==> src/rtl/cmt_pkg.sv <==
// Shared constants for the capture-match timer: register word map and
// output action encoding. Assumes at most four match and four capture channels.
package cmt_pkg;
    localparam int ADDR_W   = 4;
    localparam int A_CTRL   = 0;
    localparam int A_PRESC  = 1;
    localparam int A_COUNT  = 2;
    localparam int A_PCNT   = 3;
    localparam int A_MCTRL  = 4;
    localparam int A_EXTC   = 5;
    localparam int A_CCTRL  = 6;
    localparam int A_INTS   = 7;
    localparam int A_MATCH0 = 8;
    localparam int A_CAP0   = 12;

    typedef enum logic [1:0] {
        EXT_KEEP   = 2'b00,
        EXT_LOW    = 2'b01,
        EXT_HIGH   = 2'b10,
        EXT_TOGGLE = 2'b11
    } ext_act_e;
endpackage

==> src/rtl/cmt_prescaler.sv <==
// Prescale counter: counts 0..limit while run is high and emits a one-cycle
// tick on the terminal count. Assumes clear overrides run.
module cmt_prescaler #(
    parameter int W = 32
) (
    input  logic         clk,
    input  logic         rst_n,
    input  logic         run,
    input  logic         clear,
    input  logic [W-1:0] limit,
    output logic [W-1:0] count,
    output logic         tick
);
    logic at_end;

    // Terminal count, tolerant of a limit lowered below the current count.
    assign at_end = (count >= limit);
    assign tick   = run && !clear && at_end;

    // Advance or wrap the prescale count.
    always_ff @(posedge clk) begin
        if (!rst_n || clear) begin
            count <= '0;
        end else if (run) begin
            count <= at_end ? '0 : count + 1'b1;
        end
    end
endmodule

==> src/rtl/cmt_capture.sv <==
// One capture channel: a two-flop synchronizer, edge detection and a snapshot
// register. Assumes the input is asynchronous to clk.
module cmt_capture #(
    parameter int W = 32
) (
    input  logic         clk,
    input  logic         rst_n,
    input  logic         pin,
    input  logic         rise_en,
    input  logic         fall_en,
    input  logic [W-1:0] count,
    output logic         evt,
    output logic [W-1:0] value
);
    logic s1, s2, s3;

    // Synchronize the pin and keep one delayed copy for edge detection.
    always_ff @(posedge clk) begin
        if (!rst_n) begin
            s1 <= 1'b0;
            s2 <= 1'b0;
            s3 <= 1'b0;
        end else begin
            s1 <= pin;
            s2 <= s1;
            s3 <= s2;
        end
    end

    // Qualify the detected edge with the enabled directions.
    assign evt = (rise_en && s2 && !s3) || (fall_en && !s2 && s3);

    // Store the counter value on a qualified edge.
    always_ff @(posedge clk) begin
        if (!rst_n) begin
            value <= '0;
        end else if (evt) begin
            value <= count;
        end
    end
endmodule

==> src/rtl/cmt_match.sv <==
// One match channel: compares the counter at each prescale tick and updates
// its output pin per the 2-bit action. Assumes tick lasts one cycle.
module cmt_match
    import cmt_pkg::*;
#(
    parameter int W = 32
) (
    input  logic         clk,
    input  logic         rst_n,
    input  logic         tick,
    input  logic [W-1:0] count,
    input  logic [W-1:0] match_val,
    input  logic [1:0]   action,
    output logic         hit,
    output logic         pin_out
);
    // A match fires on the tick during which the counter holds the value.
    assign hit = tick && (count == match_val);

    // Apply the selected output action on a match.
    always_ff @(posedge clk) begin
        if (!rst_n) begin
            pin_out <= 1'b0;
        end else if (hit) begin
            case (ext_act_e'(action))
                EXT_LOW:    pin_out <= 1'b0;
                EXT_HIGH:   pin_out <= 1'b1;
                EXT_TOGGLE: pin_out <= !pin_out;
                default:    pin_out <= pin_out;
            endcase
        end
    end
endmodule

==> src/rtl/cmt_timer.sv <==
// Capture-match timer top: register file, counter, and generated match and
// capture channels. Assumes N_MATCH and N_CAP are at most 4 and CNT_W >= 12.
module cmt_timer
    import cmt_pkg::*;
#(
    parameter int CNT_W   = 32,
    parameter int N_MATCH = 4,
    parameter int N_CAP   = 4
) (
    input  logic               clk,
    input  logic               rst_n,
    input  logic               bus_wr,
    input  logic [ADDR_W-1:0]  bus_addr,
    input  logic [CNT_W-1:0]   bus_wdata,
    output logic [CNT_W-1:0]   bus_rdata,
    input  logic [N_CAP-1:0]   cap_in,
    input  logic               pause_in,
    output logic [N_MATCH-1:0] match_out,
    output logic               irq
);
    localparam int NI = N_MATCH + N_CAP;

    logic                          ctrl_en, ctrl_rst;
    logic [CNT_W-1:0]              presc, pc, tc;
    logic                          tick;
    logic [N_MATCH-1:0][CNT_W-1:0] match_q;
    logic [N_MATCH-1:0]            m_irq_en, m_rst_en, m_stop_en, hit;
    logic [N_MATCH-1:0][1:0]       ext_act;
    logic [N_CAP-1:0]              c_rise_en, c_fall_en, c_irq_en, cap_evt;
    logic [N_CAP-1:0][CNT_W-1:0]   cap_val;
    logic [NI-1:0]                 ints, set_vec, clr_vec;
    logic                          any_rst, any_stop, wr_count, wr_ctrl, wr_ints;

    assign wr_count = bus_wr && (bus_addr == ADDR_W'(A_COUNT));
    assign wr_ctrl  = bus_wr && (bus_addr == ADDR_W'(A_CTRL));
    assign wr_ints  = bus_wr && (bus_addr == ADDR_W'(A_INTS));

    cmt_prescaler #(.W(CNT_W)) u_presc (
        .clk(clk), .rst_n(rst_n), .run(ctrl_en && !pause_in),
        .clear(ctrl_rst), .limit(presc), .count(pc), .tick(tick)
    );

    genvar g;
    generate
        for (g = 0; g < N_MATCH; g++) begin : g_match
            cmt_match #(.W(CNT_W)) u_match (
                .clk(clk), .rst_n(rst_n), .tick(tick), .count(tc),
                .match_val(match_q[g]), .action(ext_act[g]),
                .hit(hit[g]), .pin_out(match_out[g])
            );
        end
        for (g = 0; g < N_CAP; g++) begin : g_cap
            cmt_capture #(.W(CNT_W)) u_cap (
                .clk(clk), .rst_n(rst_n), .pin(cap_in[g]),
                .rise_en(c_rise_en[g]), .fall_en(c_fall_en[g]), .count(tc),
                .evt(cap_evt[g]), .value(cap_val[g])
            );
        end
    endgenerate

    assign any_rst  = |(hit & m_rst_en);
    assign any_stop = |(hit & m_stop_en);

    // Main counter: bus write, hold-clear, then tick-driven advance.
    always_ff @(posedge clk) begin
        if (!rst_n) begin
            tc <= '0;
        end else if (wr_count) begin
            tc <= bus_wdata;
        end else if (ctrl_rst) begin
            tc <= '0;
        end else if (tick) begin
            if (any_rst)       tc <= '0;
            else if (!any_stop) tc <= tc + 1'b1;
        end
    end

    // Control word: software write, or enable cleared by a stopping match.
    always_ff @(posedge clk) begin
        if (!rst_n) begin
            ctrl_en  <= 1'b0;
            ctrl_rst <= 1'b0;
        end else if (wr_ctrl) begin
            ctrl_en  <= bus_wdata[0];
            ctrl_rst <= bus_wdata[1];
        end else if (tick && any_stop) begin
            ctrl_en  <= 1'b0;
        end
    end

    // Configuration registers written from the bus.
    always_ff @(posedge clk) begin
        if (!rst_n) begin
            presc     <= '0;
            match_q   <= '0;
            m_irq_en  <= '0;
            m_rst_en  <= '0;
            m_stop_en <= '0;
            ext_act   <= '0;
            c_rise_en <= '0;
            c_fall_en <= '0;
            c_irq_en  <= '0;
        end else if (bus_wr) begin
            if (bus_addr == ADDR_W'(A_PRESC)) presc <= bus_wdata;
            for (int i = 0; i < N_MATCH; i++) begin
                if (bus_addr == ADDR_W'(A_MATCH0 + i)) match_q[i] <= bus_wdata;
                if (bus_addr == ADDR_W'(A_MCTRL)) begin
                    m_irq_en[i]  <= bus_wdata[3*i];
                    m_rst_en[i]  <= bus_wdata[3*i+1];
                    m_stop_en[i] <= bus_wdata[3*i+2];
                end
                if (bus_addr == ADDR_W'(A_EXTC)) ext_act[i] <= bus_wdata[2*i +: 2];
            end
            for (int i = 0; i < N_CAP; i++) begin
                if (bus_addr == ADDR_W'(A_CCTRL)) begin
                    c_rise_en[i] <= bus_wdata[3*i];
                    c_fall_en[i] <= bus_wdata[3*i+1];
                    c_irq_en[i]  <= bus_wdata[3*i+2];
                end
            end
        end
    end

    assign set_vec = {cap_evt & c_irq_en, hit & m_irq_en};
    assign clr_vec = wr_ints ? bus_wdata[NI-1:0] : '0;

    // Interrupt flags: write-one clears, a same-cycle set wins.
    always_ff @(posedge clk) begin
        if (!rst_n) begin
            ints <= '0;
        end else begin
            ints <= (ints & ~clr_vec) | set_vec;
        end
    end

    assign irq = |ints;

    // Read mux over the register word map.
    always_comb begin
        bus_rdata = '0;
        case (int'(bus_addr))
            A_CTRL:  bus_rdata[1:0] = {ctrl_rst, ctrl_en};
            A_PRESC: bus_rdata = presc;
            A_COUNT: bus_rdata = tc;
            A_PCNT:  bus_rdata = pc;
            A_MCTRL:
                for (int i = 0; i < N_MATCH; i++)
                    bus_rdata[3*i +: 3] = {m_stop_en[i], m_rst_en[i], m_irq_en[i]};
            A_EXTC:
                for (int i = 0; i < N_MATCH; i++) bus_rdata[2*i +: 2] = ext_act[i];
            A_CCTRL:
                for (int i = 0; i < N_CAP; i++)
                    bus_rdata[3*i +: 3] = {c_irq_en[i], c_fall_en[i], c_rise_en[i]};
            A_INTS:  bus_rdata[NI-1:0] = ints;
            default: begin
                for (int i = 0; i < N_MATCH; i++)
                    if (int'(bus_addr) == A_MATCH0 + i) bus_rdata = match_q[i];
                for (int i = 0; i < N_CAP; i++)
                    if (int'(bus_addr) == A_CAP0 + i) bus_rdata = cap_val[i];
            end
        endcase
    end
endmodule

==> config.mk <==
export PLATFORM = sky130hd
export DESIGN_NAME = cmt_timer
export DESIGN_NICKNAME = d
export VERILOG_FILES = /design/src/rtl/cmt_pkg.sv /design/src/rtl/cmt_prescaler.sv /design/src/rtl/cmt_capture.sv /design/src/rtl/cmt_match.sv /design/src/rtl/cmt_timer.sv
export SDC_FILE = /design/constraint.sdc
export NUM_CORES = 1
export LEC_CHECK = 0
export BUFFER_PORTS_ARGS = -buffer_cell sky130_fd_sc_hd__buf_2
export CAP_MARGIN = 20
export CORE_MARGIN = 4
export CORE_UTILIZATION = 40
export DETAILED_ROUTE_END_ITERATION = 8
export GPL_ROUTABILITY_DRIVEN = 1
export PLACE_DENSITY = 0.53
export RECOVER_POWER = 100
export SYNTH_ARGS = -nofsm -noshare
export SYNTH_HDL_FRONTEND = slang
export SYNTH_SLANG_ARGS = --single-unit
==> constraint.sdc <==
create_clock -name clk -period 4.23 [get_ports clk]
set_clock_uncertainty 0.15 [all_clocks]
set_input_delay 0.6345 -clock clk [delete_from_list [all_inputs] [get_ports clk]]
set_output_delay 0.6345 -clock clk [all_outputs]
set_load 0.05 [all_outputs]
==> results of run 1 <==
## state kept, by name, indices dropped and copies added, names as in the netlist
register / flops
g_cap.u_cap.s1: 4
ext_act: 8
tc: 32
c_fall_en: 4
u_presc.count: 32
g_cap.u_cap.s3: 4
ctrl_en: 1
m_rst_en: 4
m_irq_en: 4
c_rise_en: 4
presc: 32
c_irq_en: 4
g_match.u_match.pin_out: 4
g_cap.u_cap.s2: 4
g_cap.u_cap.value: 128
m_stop_en: 4
ints: 8
ctrl_rst: 1
match_q: 128
## final timing paths
kind,start,to,cells after the start
worst max-delay path,bus_addr[3],bus_rdata[23],7
worst min-delay path,cap_in[2],g_cap[2].u_cap.s1,2
worst max register to register,u_presc.count[0],tc[19],10
worst min register to register,g_cap[0].u_cap.s1,g_cap[0].u_cap.s2,1
## layout by cell type (no fill, tap or decap), types with 15 or more instances in the layout
cell type and instances:
a211oi_1 18, a21oi_1 388, a222oi_1 32, a22o_1 21
a22oi_1 120, and3_1 19, and4_1 21, buf_2 48
buf_4 90, clkbuf_1 40, clkbuf_16 49, dfxtp_1 410
ha_1 34, inv_1 53, nand2_1 724, nand3_1 59
nand4_1 60, nor2_1 86, nor4_1 15, o21ai_0 17
xnor2_1 145, xor2_1 24
## power groups by stage
stage	Sequential [W]	Combinational (W)	Clock, W
after floorplan	0.00400	0.000321	0
after global placement	0.00403	0.000585	0
after detailed placement	0.00403	0.000587	0
after CTS	0.00395	0.000590	0.00415
after global routing	0.00395	0.000621	0.00428
final	0.00395	0.000600	0.00410
## routing by layer
metal	vias to the layer above	track usage, %	routed length [um]
met2	1145	51.0	40600
met3	236	4.27	7470
li1	9138	-	-
met1	9819	42.7	36300
met5	-	0	0
met4	0	17.9	5850
## worst reg2reg max path, delay by kind of cell, from the launching register on
family / cells / cell delay, ns
AO/OA/AOI/OAI: 4 / 1.22
flip-flops: 1 / 0.43
adder cells (fa/ha/maj): 1 / 0.27
buffers and inverters: 1 / 0.09
AND/OR/NAND/NOR: 4 / 1.72
## cell type report
cell class                 count  area (um^2)
clock buffer                  76         1470
antenna                        1         2.50
multi-input combinational   1945        11000
fill                        5076        27200
clock inverter                 5         56.3
timing repair buffer         186         1210
inverter                      54          204
sequential                   410         8210
tap                          672          841
## cells by family after synthesis
logic type	Yosys count	synth area share [%]
and+or+nand+nor	1053	22.5
AOI/OAI and AO/OA	679	21.3
DFF	410	40.5
buffers and inverters	283	5.82
xor gates and xnor gates	169	7.30
adders and majority gates	34	2.10
muxes	10	0.500
## stage by stage
step	worst slack (ns)	std cells	util (%)
final	0.163	3349	45.8
after floorplan	0.432	2638	-
after detailed placement	0.461	3267	43.0
after global routing	0.142	3348	45.8
after global placement	0.475	3267	43.0
after CTS	0.449	3348	46.0
==> results.toml, run 1 <==
[outcome]
status = "finished, violations left"
violations = "capacitance limit, slew limit"

[clock_tree]
post-cts-setup-buffers = 0
clkLatencyLatePin_ns = 0.59
postCtsHoldBufs = 0
clockBufferDepth = 3
cts_buffers = 48
cts-root-buf = "clkbuf_16"
clock_sinks = 410
post_cts_resized = 0
cts.htree.levels = 2
clkTransAtPathRegs_ns = 0.05
cts_tree = "yes"

[finish]
drive_above_1_share_pct = 9.72
final_area_um2 = 23000
area_delta_synth_final_pct = 13.2
finalNetCount = 2723

[logic_synthesis]
avgSynthCellArea_um2 = 7.69
ys_ff_latch = 410
synth_common_cells = "723 x nand2_1, 410 x dfxtp_1, 388 x a21oi_1"
synth_top_area_share_pct = 40.5
synthDistinctLibCells = 72
synth_flop_cell = "dfxtp_1"
yosys.cell_count.top_type = "nand2_1"
synthesis.area_um2 = 20300
synth.net_count = 2716
ys_seq_area_share_pct = 40.5
yosysTopAreaCell = "dfxtp_1"
yosys_warnings = 0
synthArstFlopShare_pct = 0
synth_edf_count = 0
synth_cells = 2638
synth_area_leaders = "dfxtp_1 40%, nand2_1 13%, a21oi_1 9.6%, xnor2_1 6.3%, a22oi_1 4.4%"

[sta]
period_needed_ns = 4.07
fmax_mhz = 246
hold_slack_ns = 0.112
rsz0062_at_grt = "no"
fin_tns_setup_ns = 0
setup_viol = 0
drv_slew = 377
hold_viol = 0
slew_headroom_pct = -60.0
min_period_over_period_pct = 96.1
tightest_slew_ns = 2.40

[pwr]
p_leak_nw = 7.52
vdd_drop_max_mv = 0.268
p_int_w = 0.00647
p_per_area_nw_per_um2 = 377
pwr-share-seq_pct = 45.6
power.total_w = 0.00865
p_comb_share_pct = 6.9
switchingPower_w = 0.00218
pwr-share-clk_pct = 47.4
switching_share_pct = 25.2

[placed_design]
dpl-instance-area_um2 = 21500
gp_congestion = 0.958
port_buffers = 80
post-dp-hpwl_um = 62400

[floorplan]
rows = 82
initial_core_util_pct = 40.4
chipHeight_um = 233
core-area_um2 = 50200
die_w_um = 233
ios = 81
dieArea_um2 = 54400

[worst_setup_path]
cp-start-kind = "primary input"
reg2reg_slack_ns = 0.28
critPathArrivalTime_ns = 3.28
worst-path-max-fanout = 25
cp_cell_sequence = "buf_2 -> nand2b_1 -> nor2_4 -> clkbuf_2 -> a222oi_1 -> nand2_1 -> clkbuf_1"
slowest_stage = "clkbuf_2"
crit_path_end_kind = "output pin"
cpPeakStageDelay_ns = 0.70
crit_required_ns = 3.45
path_delay_family = "buffers and inverters"
crit_type = "in -> out"
path_buf_inv = 3

[grt]
grt_pass1_vias = 18800
grt_antenna_before_repair = 1
grt.total_usage_pct = 32.3
overflow = 0
grt_pass1_wl_um = 131000
grt_max_degree = 168

[drt]
routed_wl_um = 90200
post_drt_via_cell_ratio = 6.07
drcViolationCount = 0
drt_iter0_drc = 2614
routedWlPerCell_um = 26.9
dr_total_vias = 20300
antenna_left = 0
firstDrtPassIters = 6

[run]
maxCapViolCount = 4

[worst_hold_path]
worstHoldPathType = "in -> reg"
No activity file was read; power rests on OpenSTA's default activity.
==> inputs of run 2 (changes only) <==
--- a/config.mk
+++ b/config.mk
@@ -15,4 +15,5 @@
 export RECOVER_POWER = 100
 export SYNTH_ARGS = -nofsm -noshare
 export SYNTH_HDL_FRONTEND = slang
+export SYNTH_HIERARCHICAL = 1
 export SYNTH_SLANG_ARGS = --single-unit
==> run 2 against run 1 <==
  * The run still ends with capacitance limit, slew limit left
  * Count of clock-buffer cells in the layout fell by 6
  * First-iteration DRC count decreased by 14%
  * Core utilization up 1.5 points
  * Via count up 3.2%
  * Clock power about the same
  * Highest routed layer is now met5
==> results.toml, run 2 <==
[placed_design]
dpl-instance-area_um2 = 23600
port_buffers = 80
gp_congestion = 0.947
post-dp-hpwl_um = 65200
place_inst = 3474

[drt]
routed_wl_um = 91100
post_drt_via_cell_ratio = 5.89
firstDrtPassIters = 6
drcViolationCount = 0
antenna_left = 0
drt_iter0_drc = 2253
routedWlPerCell_um = 25.6
dr_total_vias = 21000

[worst_setup_path]
regToRegEndpoint = "tc[15]"
cpPeakStageDelay_ns = 0.56
cp_cell_sequence = "inv_1 -> ha_1 -> nand4_1 -> or4_4 -> a31oi_4 -> o21a_2 -> nor2b_4 -> buf_6 -> nand3_4 -> nor4_4 -> and3_4 -> a22o_1 -> o211ai_1 -> a211oi_2 -> buf_4 -> buf_6 -> buf_12 -> a21oi_2 -> nor2_1 -> a211oi_1"
worst-path-max-fanout = 5
path_buf_inv = 5
worst_r2r_path_depth = 20
reg2reg_slack_ns = 0.04
crit_required_ns = 4.54
path_delay_family = "simple AND/OR/NAND/NOR gates"
crit_top_cell = "buf_6"
worstReg2RegStart = "presc[30]"
critPathArrivalTime_ns = 4.50
slowest_stage = "or4_4"
crit_path_end_kind = "flop"
cp-start-kind = "flop"
crit_type = "reg -> reg"

[outcome]
violations = "capacitance limit, slew limit"
status = "finished, violations left"

[logic_synthesis]
synthDistinctLibCells = 81
synth_area_leaders = "dfxtp_1 38%, nand2_1 13%, mux2i_1 6.7%, a21oi_1 6.0%, xnor2_1 5.2%"
synth.net_count = 2782
synthArstFlopShare_pct = 0
synth_flop_cell = "dfxtp_1"
avgSynthCellArea_um2 = 8.04
synth_cells = 2704
synth_edf_count = 0
synthesis.area_um2 = 21700
synth_top_area_share_pct = 37.7
yosysTopAreaCell = "dfxtp_1"
yosys.cell_count.top_type = "nand2_1"
ys_seq_area_share_pct = 37.7
yosys_warnings = 6
ys_ff_latch = 410
synth_common_cells = "750 x nand2_1, 410 x dfxtp_1, 261 x a21oi_1"

[clock_tree]
cts_tree = "yes"
cts.htree.levels = 2
clock_sinks = 410
clkTransAtPathRegs_ns = 0.06
cts-root-buf = "clkbuf_16"
cts_buffers = 48
clkLatencyLatePin_ns = 0.60
clockBufferDepth = 3

[run]
maxCapViolCount = 4

[finish]
finalNetCount = 2918
final_common_cell = "nand2_1"
reg_top3 = "g_cap.u_cap/value x128, match_q x128"
final_area_um2 = 25400
diodes = 0
drive_above_1_share_pct = 16.1
area_delta_synth_final_pct = 17.0
layoutNonFillerInstCount = 3566
layout_common_cells = "749 x nand2_1, 396 x dfxtp_1, 259 x a21oi_1, 178 x buf_4, 145 x mux2i_1"

[sta]
fmax_mhz = 239
setup_viol = 0
drv_slew = 104
min_period_over_period_pct = 99.0
period_needed_ns = 4.19
hold_viol = 0
rsz0062_at_grt = "yes"
slew_headroom_pct = -97.8
tightest_slew_ns = 2.97

[floorplan]
ios = 81
dieArea_um2 = 58200
die_w_um = 241
core-area_um2 = 53800
initial_core_util_pct = 40.4
rows = 85
chipHeight_um = 241

[pwr]
p_leak_nw = 9.65
vdd_drop_max_mv = 0.281
p_per_area_nw_per_um2 = 345

[worst_hold_path]
min_to = "g_cap[0].u_cap/s1"
hold_start = "cap_in[0]"
worstHoldPathType = "in -> reg"
whs_path_depth = 2

[grt]
grt_pass1_vias = 19900
overflow = 0
grt_max_degree = 178
grt_antenna_before_repair = 3
grt_pass1_wl_um = 132000
grt.total_usage_pct = 30.4
==> run 2: cell types whose count changed after synthesis, moves of 14 or more <==
cell / delta
a222oi_1: -18
nand2_1: +27
clkbuf_1: -39
a21oi_1: -127
xnor2_1: -17
nand3_1: +19
o211ai_1: +17
mux2i_1: +136
o21ai_0: +66
mux4_2: +18
nor2_1: -22
and4_1: -14
a22oi_1: -56
nor3_1: +34
==> run 2: layout make-up <==
class | instances | area (um^2)
Fill cell | 5344 | 28400
Multi-Input combinational cell | 2042 | 12500
Sequential cell | 410 | 8230
Timing Repair Buffer | 281 | 2110
Clock buffer | 70 | 1430
Tap cell | 696 | 871
Inverter | 57 | 219
Clock inverter | 10 | 75.1
==> run 2: logic make-up after synthesis <==
family                   share of synthesized area (%)
multiplexers                                      9.26
AND/OR/NAND/NOR                                   22.7
flip-flops                                        37.7
AO/OA/AOI/OAI                                     16.2
buffers and inverters                             5.84
adder cells (fa/ha/maj)                           1.96
XOR/XNOR                                          6.32
==> run 2: repair_timing <==
| action | CTS | global route |
|---|---|---|
| buffers inserted | 4 | 8 |
| resized for setup | 9 | 51 |
| setup endpoints to repair | 31 | 32 |
| pin swaps | 9 | 33 |
| cloned | 0 | 1 |
| hold buffers | 0 | 0 |
==> run 2: per-layer routing <==
layer	wire, um	track usage [%]
met2	40800	47.9
met4	3590	11.1
met3	7290	5.43
met1	39400	42.1
met5	23	0
==> run 2: how the worst max path moves through the flow <==
stage,from,endpoint,depth (start not counted),slack [ns]
after global placement,presc[23],tc[23],17,0.02
after global routing,presc[25],tc[15],20,-0.07
after floorplan,presc[26],tc[19],17,0.02
final,presc[30],tc[15],20,0.04
after CTS,u_presc/count[0],tc[14],18,0.002
after detailed placement,presc[23],tc[23],17,-0.14
==> run 2: power by group <==
group / internal (W) / total, W / switching (W)
registers: 0.00389 / 0.00393 / 0.0000389
clock network: 0.00237 / 0.00408 / 0.00171
logic: 0.000227 / 0.000779 / 0.000552
total: 0.00649 / 0.00879 / 0.00230
==> run 2: per-stage QoR <==
step / hold slack, ns / total power (W) / setup WS, ns / TNS, ns / util, %
after global routing: 0.0896 / 0.00903 / -0.0730 / -0.234 / 47.3
after detailed placement: 0.276 / 0.00476 / -0.143 / -2.14 / 43.9
after floorplan: 0.262 / 0.00440 / 0.0166 / 0 / -
final: 0.0982 / 0.00879 / 0.0441 / 0 / 47.3
after CTS: 0.0695 / 0.00882 / 0.00235 / 0 / 46.9
after global placement: 0.271 / 0.00475 / 0.0185 / 0 / 43.9
==> inputs of run 3 (changes only) <==
--- a/config.mk
+++ b/config.mk
@@ -11,7 +11,7 @@
 export CORE_UTILIZATION = 40
 export DETAILED_ROUTE_END_ITERATION = 8
 export GPL_ROUTABILITY_DRIVEN = 1
-export PLACE_DENSITY = 0.53
+export PLACE_DENSITY = 0.68
 export RECOVER_POWER = 100
 export SYNTH_ARGS = -nofsm -noshare
 export SYNTH_HDL_FRONTEND = slang
==> run 3 against run 2 <==
  * Clock power down 1%
  * Worst hold slack improved by 0.015 ns
  * Wire length decreased by 8.2%
  * Register-to-register slack gained 0.09 ns
  * Core utilization decreased by 0.87 points
  * Flip-flop and latch count did not move
  * Fmax is 0.27% higher
  * First-iteration DRC count grew 17%
  * Sequential power about the same
  * Via count up 0.61%
  * Non-clock buffer count is 36 lower
  * The flow still finishes with violations (capacitance limit, slew limit)
  * Critical path type is now in -> out
  * Die area unchanged
==> results.toml, run 3 (synthesis results as in run 2) <==
[grt]
grt_max_degree = 155
top_usage_layer = "met2"
globalRouteMet3Util_pct = 5.76
grt_antenna_before_repair = 3
grt_pass1_wl_um = 125000
overflow = 0
grt_pass1_vias = 19800
use_met2_pct = 43.0
grt.met1_usage_pct = 38.0
grt.total_usage_pct = 27.9

[drt]
drt_iter0_drc = 2636
routedWlPerCell_um = 23.7
antenna_left = 0
dr_total_vias = 21100
routed_wl_um = 83600
drcViolationCount = 0
firstDrtPassIters = 7
post_drt_via_cell_ratio = 5.98

[outcome]
violations = "capacitance limit, slew limit"
status = "finished, violations left"

[sta]
slew_headroom_pct = -99.4
rsz0062_at_grt = "no"
fmax_mhz = 240
hold_viol = 0
setup_ws_ns = 0.0553
period_needed_ns = 4.17
tightest_slew_ns = 2.99
drv_slew = 439
setup_viol = 0
min_period_over_period_pct = 98.7

[clock_tree]
cts_buffers = 46
clkTransAtPathRegs_ns = 0.06
cts_tree = "yes"
postCtsHoldBufs = 0
clkLatencyLatePin_ns = 0.58
cts.htree.levels = 2
clockBufferDepth = 3
clock_sinks = 410
cts-root-buf = "clkbuf_16"

[floorplan]
die_w_um = 241
chipHeight_um = 241
dieArea_um2 = 58200
rows = 85
initial_core_util_pct = 40.4
ios = 81
core-area_um2 = 53800

[worst_setup_path]
critPathArrivalTime_ns = 3.39
crit_type = "in -> out"
slowest_stage = "clkbuf_1"
cp_cell_sequence = "clkbuf_2 -> nand2b_1 -> nor3_1 -> clkbuf_1 -> a22oi_1 -> nand3_1 -> o21ai_0 -> a31oi_1 -> clkbuf_2"
worst-path-max-fanout = 13
worstReg2RegStart = "presc[19]"
crit_path_end_kind = "output pin"
crit_required_ns = 3.45
path_delay_family = "buffers and inverters"
crit_top_cell = "clkbuf_2"
path_buf_inv = 3
cpPeakStageDelay_ns = 0.59
cp-start-kind = "primary input"
crit_start = "bus_addr[3]"

[pwr]
pwr-share-seq_pct = 45.2
power.total_w = 0.00870
p_leak_nw = 9.35
p_per_area_nw_per_um2 = 348
vdd_drop_max_mv = 0.269
pwr-share-clk_pct = 46.3
p_comb_share_pct = 8.5
p_int_w = 0.00646
switching_share_pct = 25.7
switchingPower_w = 0.00223

[finish]
final_util_pct = 46.4
drive_above_1_share_pct = 13.4
finalNetCount = 2880
layout_common_cells = "750 x nand2_1, 410 x dfxtp_1, 261 x a21oi_1, 145 x mux2i_1, 134 x buf_4"
area_delta_synth_final_pct = 14.9
final_area_um2 = 25000
final_common_cell = "nand2_1"
reg_top3 = "g_cap.u_cap/value x128, match_q x128"

[worst_hold_path]
worstHoldPathType = "in -> reg"
hold_start = "cap_in[1]"

[placed_design]
port_buffers = 80
post-place-ws_ns = -0.156
post-dp-hpwl_um = 60400
gp_congestion = 0.962
dpl-instance-area_um2 = 23400

[run]
maxCapViolCount = 9
## run 3: cell count changes in the layout (fill, tap and decap cells not counted), moves of 13 or more
cell / before / now
clkbuf_2: 0 / 23
dfxtp_1: 396 / 410
buf_2: 68 / 44
buf_4: 178 / 134
dfxtp_2: 14 / 0
clkbuf_1: 23 / 36
## run 3: repair_timing
item                                   in CTS  in global routing
gates resized for setup                     4                 22
setup endpoints to repair                  30                 32
buffers inserted                            2                  3
endpoints found under the hold margin       0                  0
pin swaps                                   6                 17
## run 3: path summary, 6_finish.rpt
check	slack (ns)	depth (start not counted)	to
min	0.11	2	g_cap[1].u_cap/s1
max	0.06	9	bus_rdata[10]
min reg2reg	0.28	1	g_cap[2].u_cap/s2
max reg2reg	0.13	16	tc[23]
## run 3: cell type report
class	instances	area [um^2]
Fill cell	5199	28800
Multi-Input combinational cell	2042	12400
Sequential cell	410	8210
Timing Repair Buffer	245	1750
Clock buffer	74	1470
Tap cell	696	871
Inverter	57	219
Clock inverter	7	35.0
Antenna cell	1	2.50
## run 3: per-layer routing
metal,vias up,wire (um)
li1,9600,-
met1,10100,34100
met2,1160,36300
met3,229,8770
met4,2,4440
met5,-,13
## run 3: power groups by stage
stage          clock (W)  combinational [W]  sequential, W
6_report         0.00403           0.000742        0.00393
5_1_grt          0.00423           0.000773        0.00393
4_1_cts          0.00406           0.000722        0.00393
3_5_place_dp           0           0.000716        0.00401
3_3_place_gp           0           0.000710        0.00401
2_1_floorplan          0           0.000395        0.00400
## run 3: stage by stage
stage          hold WS, ns  setup TNS, ns  cells
6_report             0.113              0   3532
5_1_grt             0.0999              0   3531
4_1_cts             0.0918              0   3528
3_5_place_dp         0.269          -1.82   3445
3_3_place_gp         0.274       -0.00286   3445
2_1_floorplan        0.262              0   2704
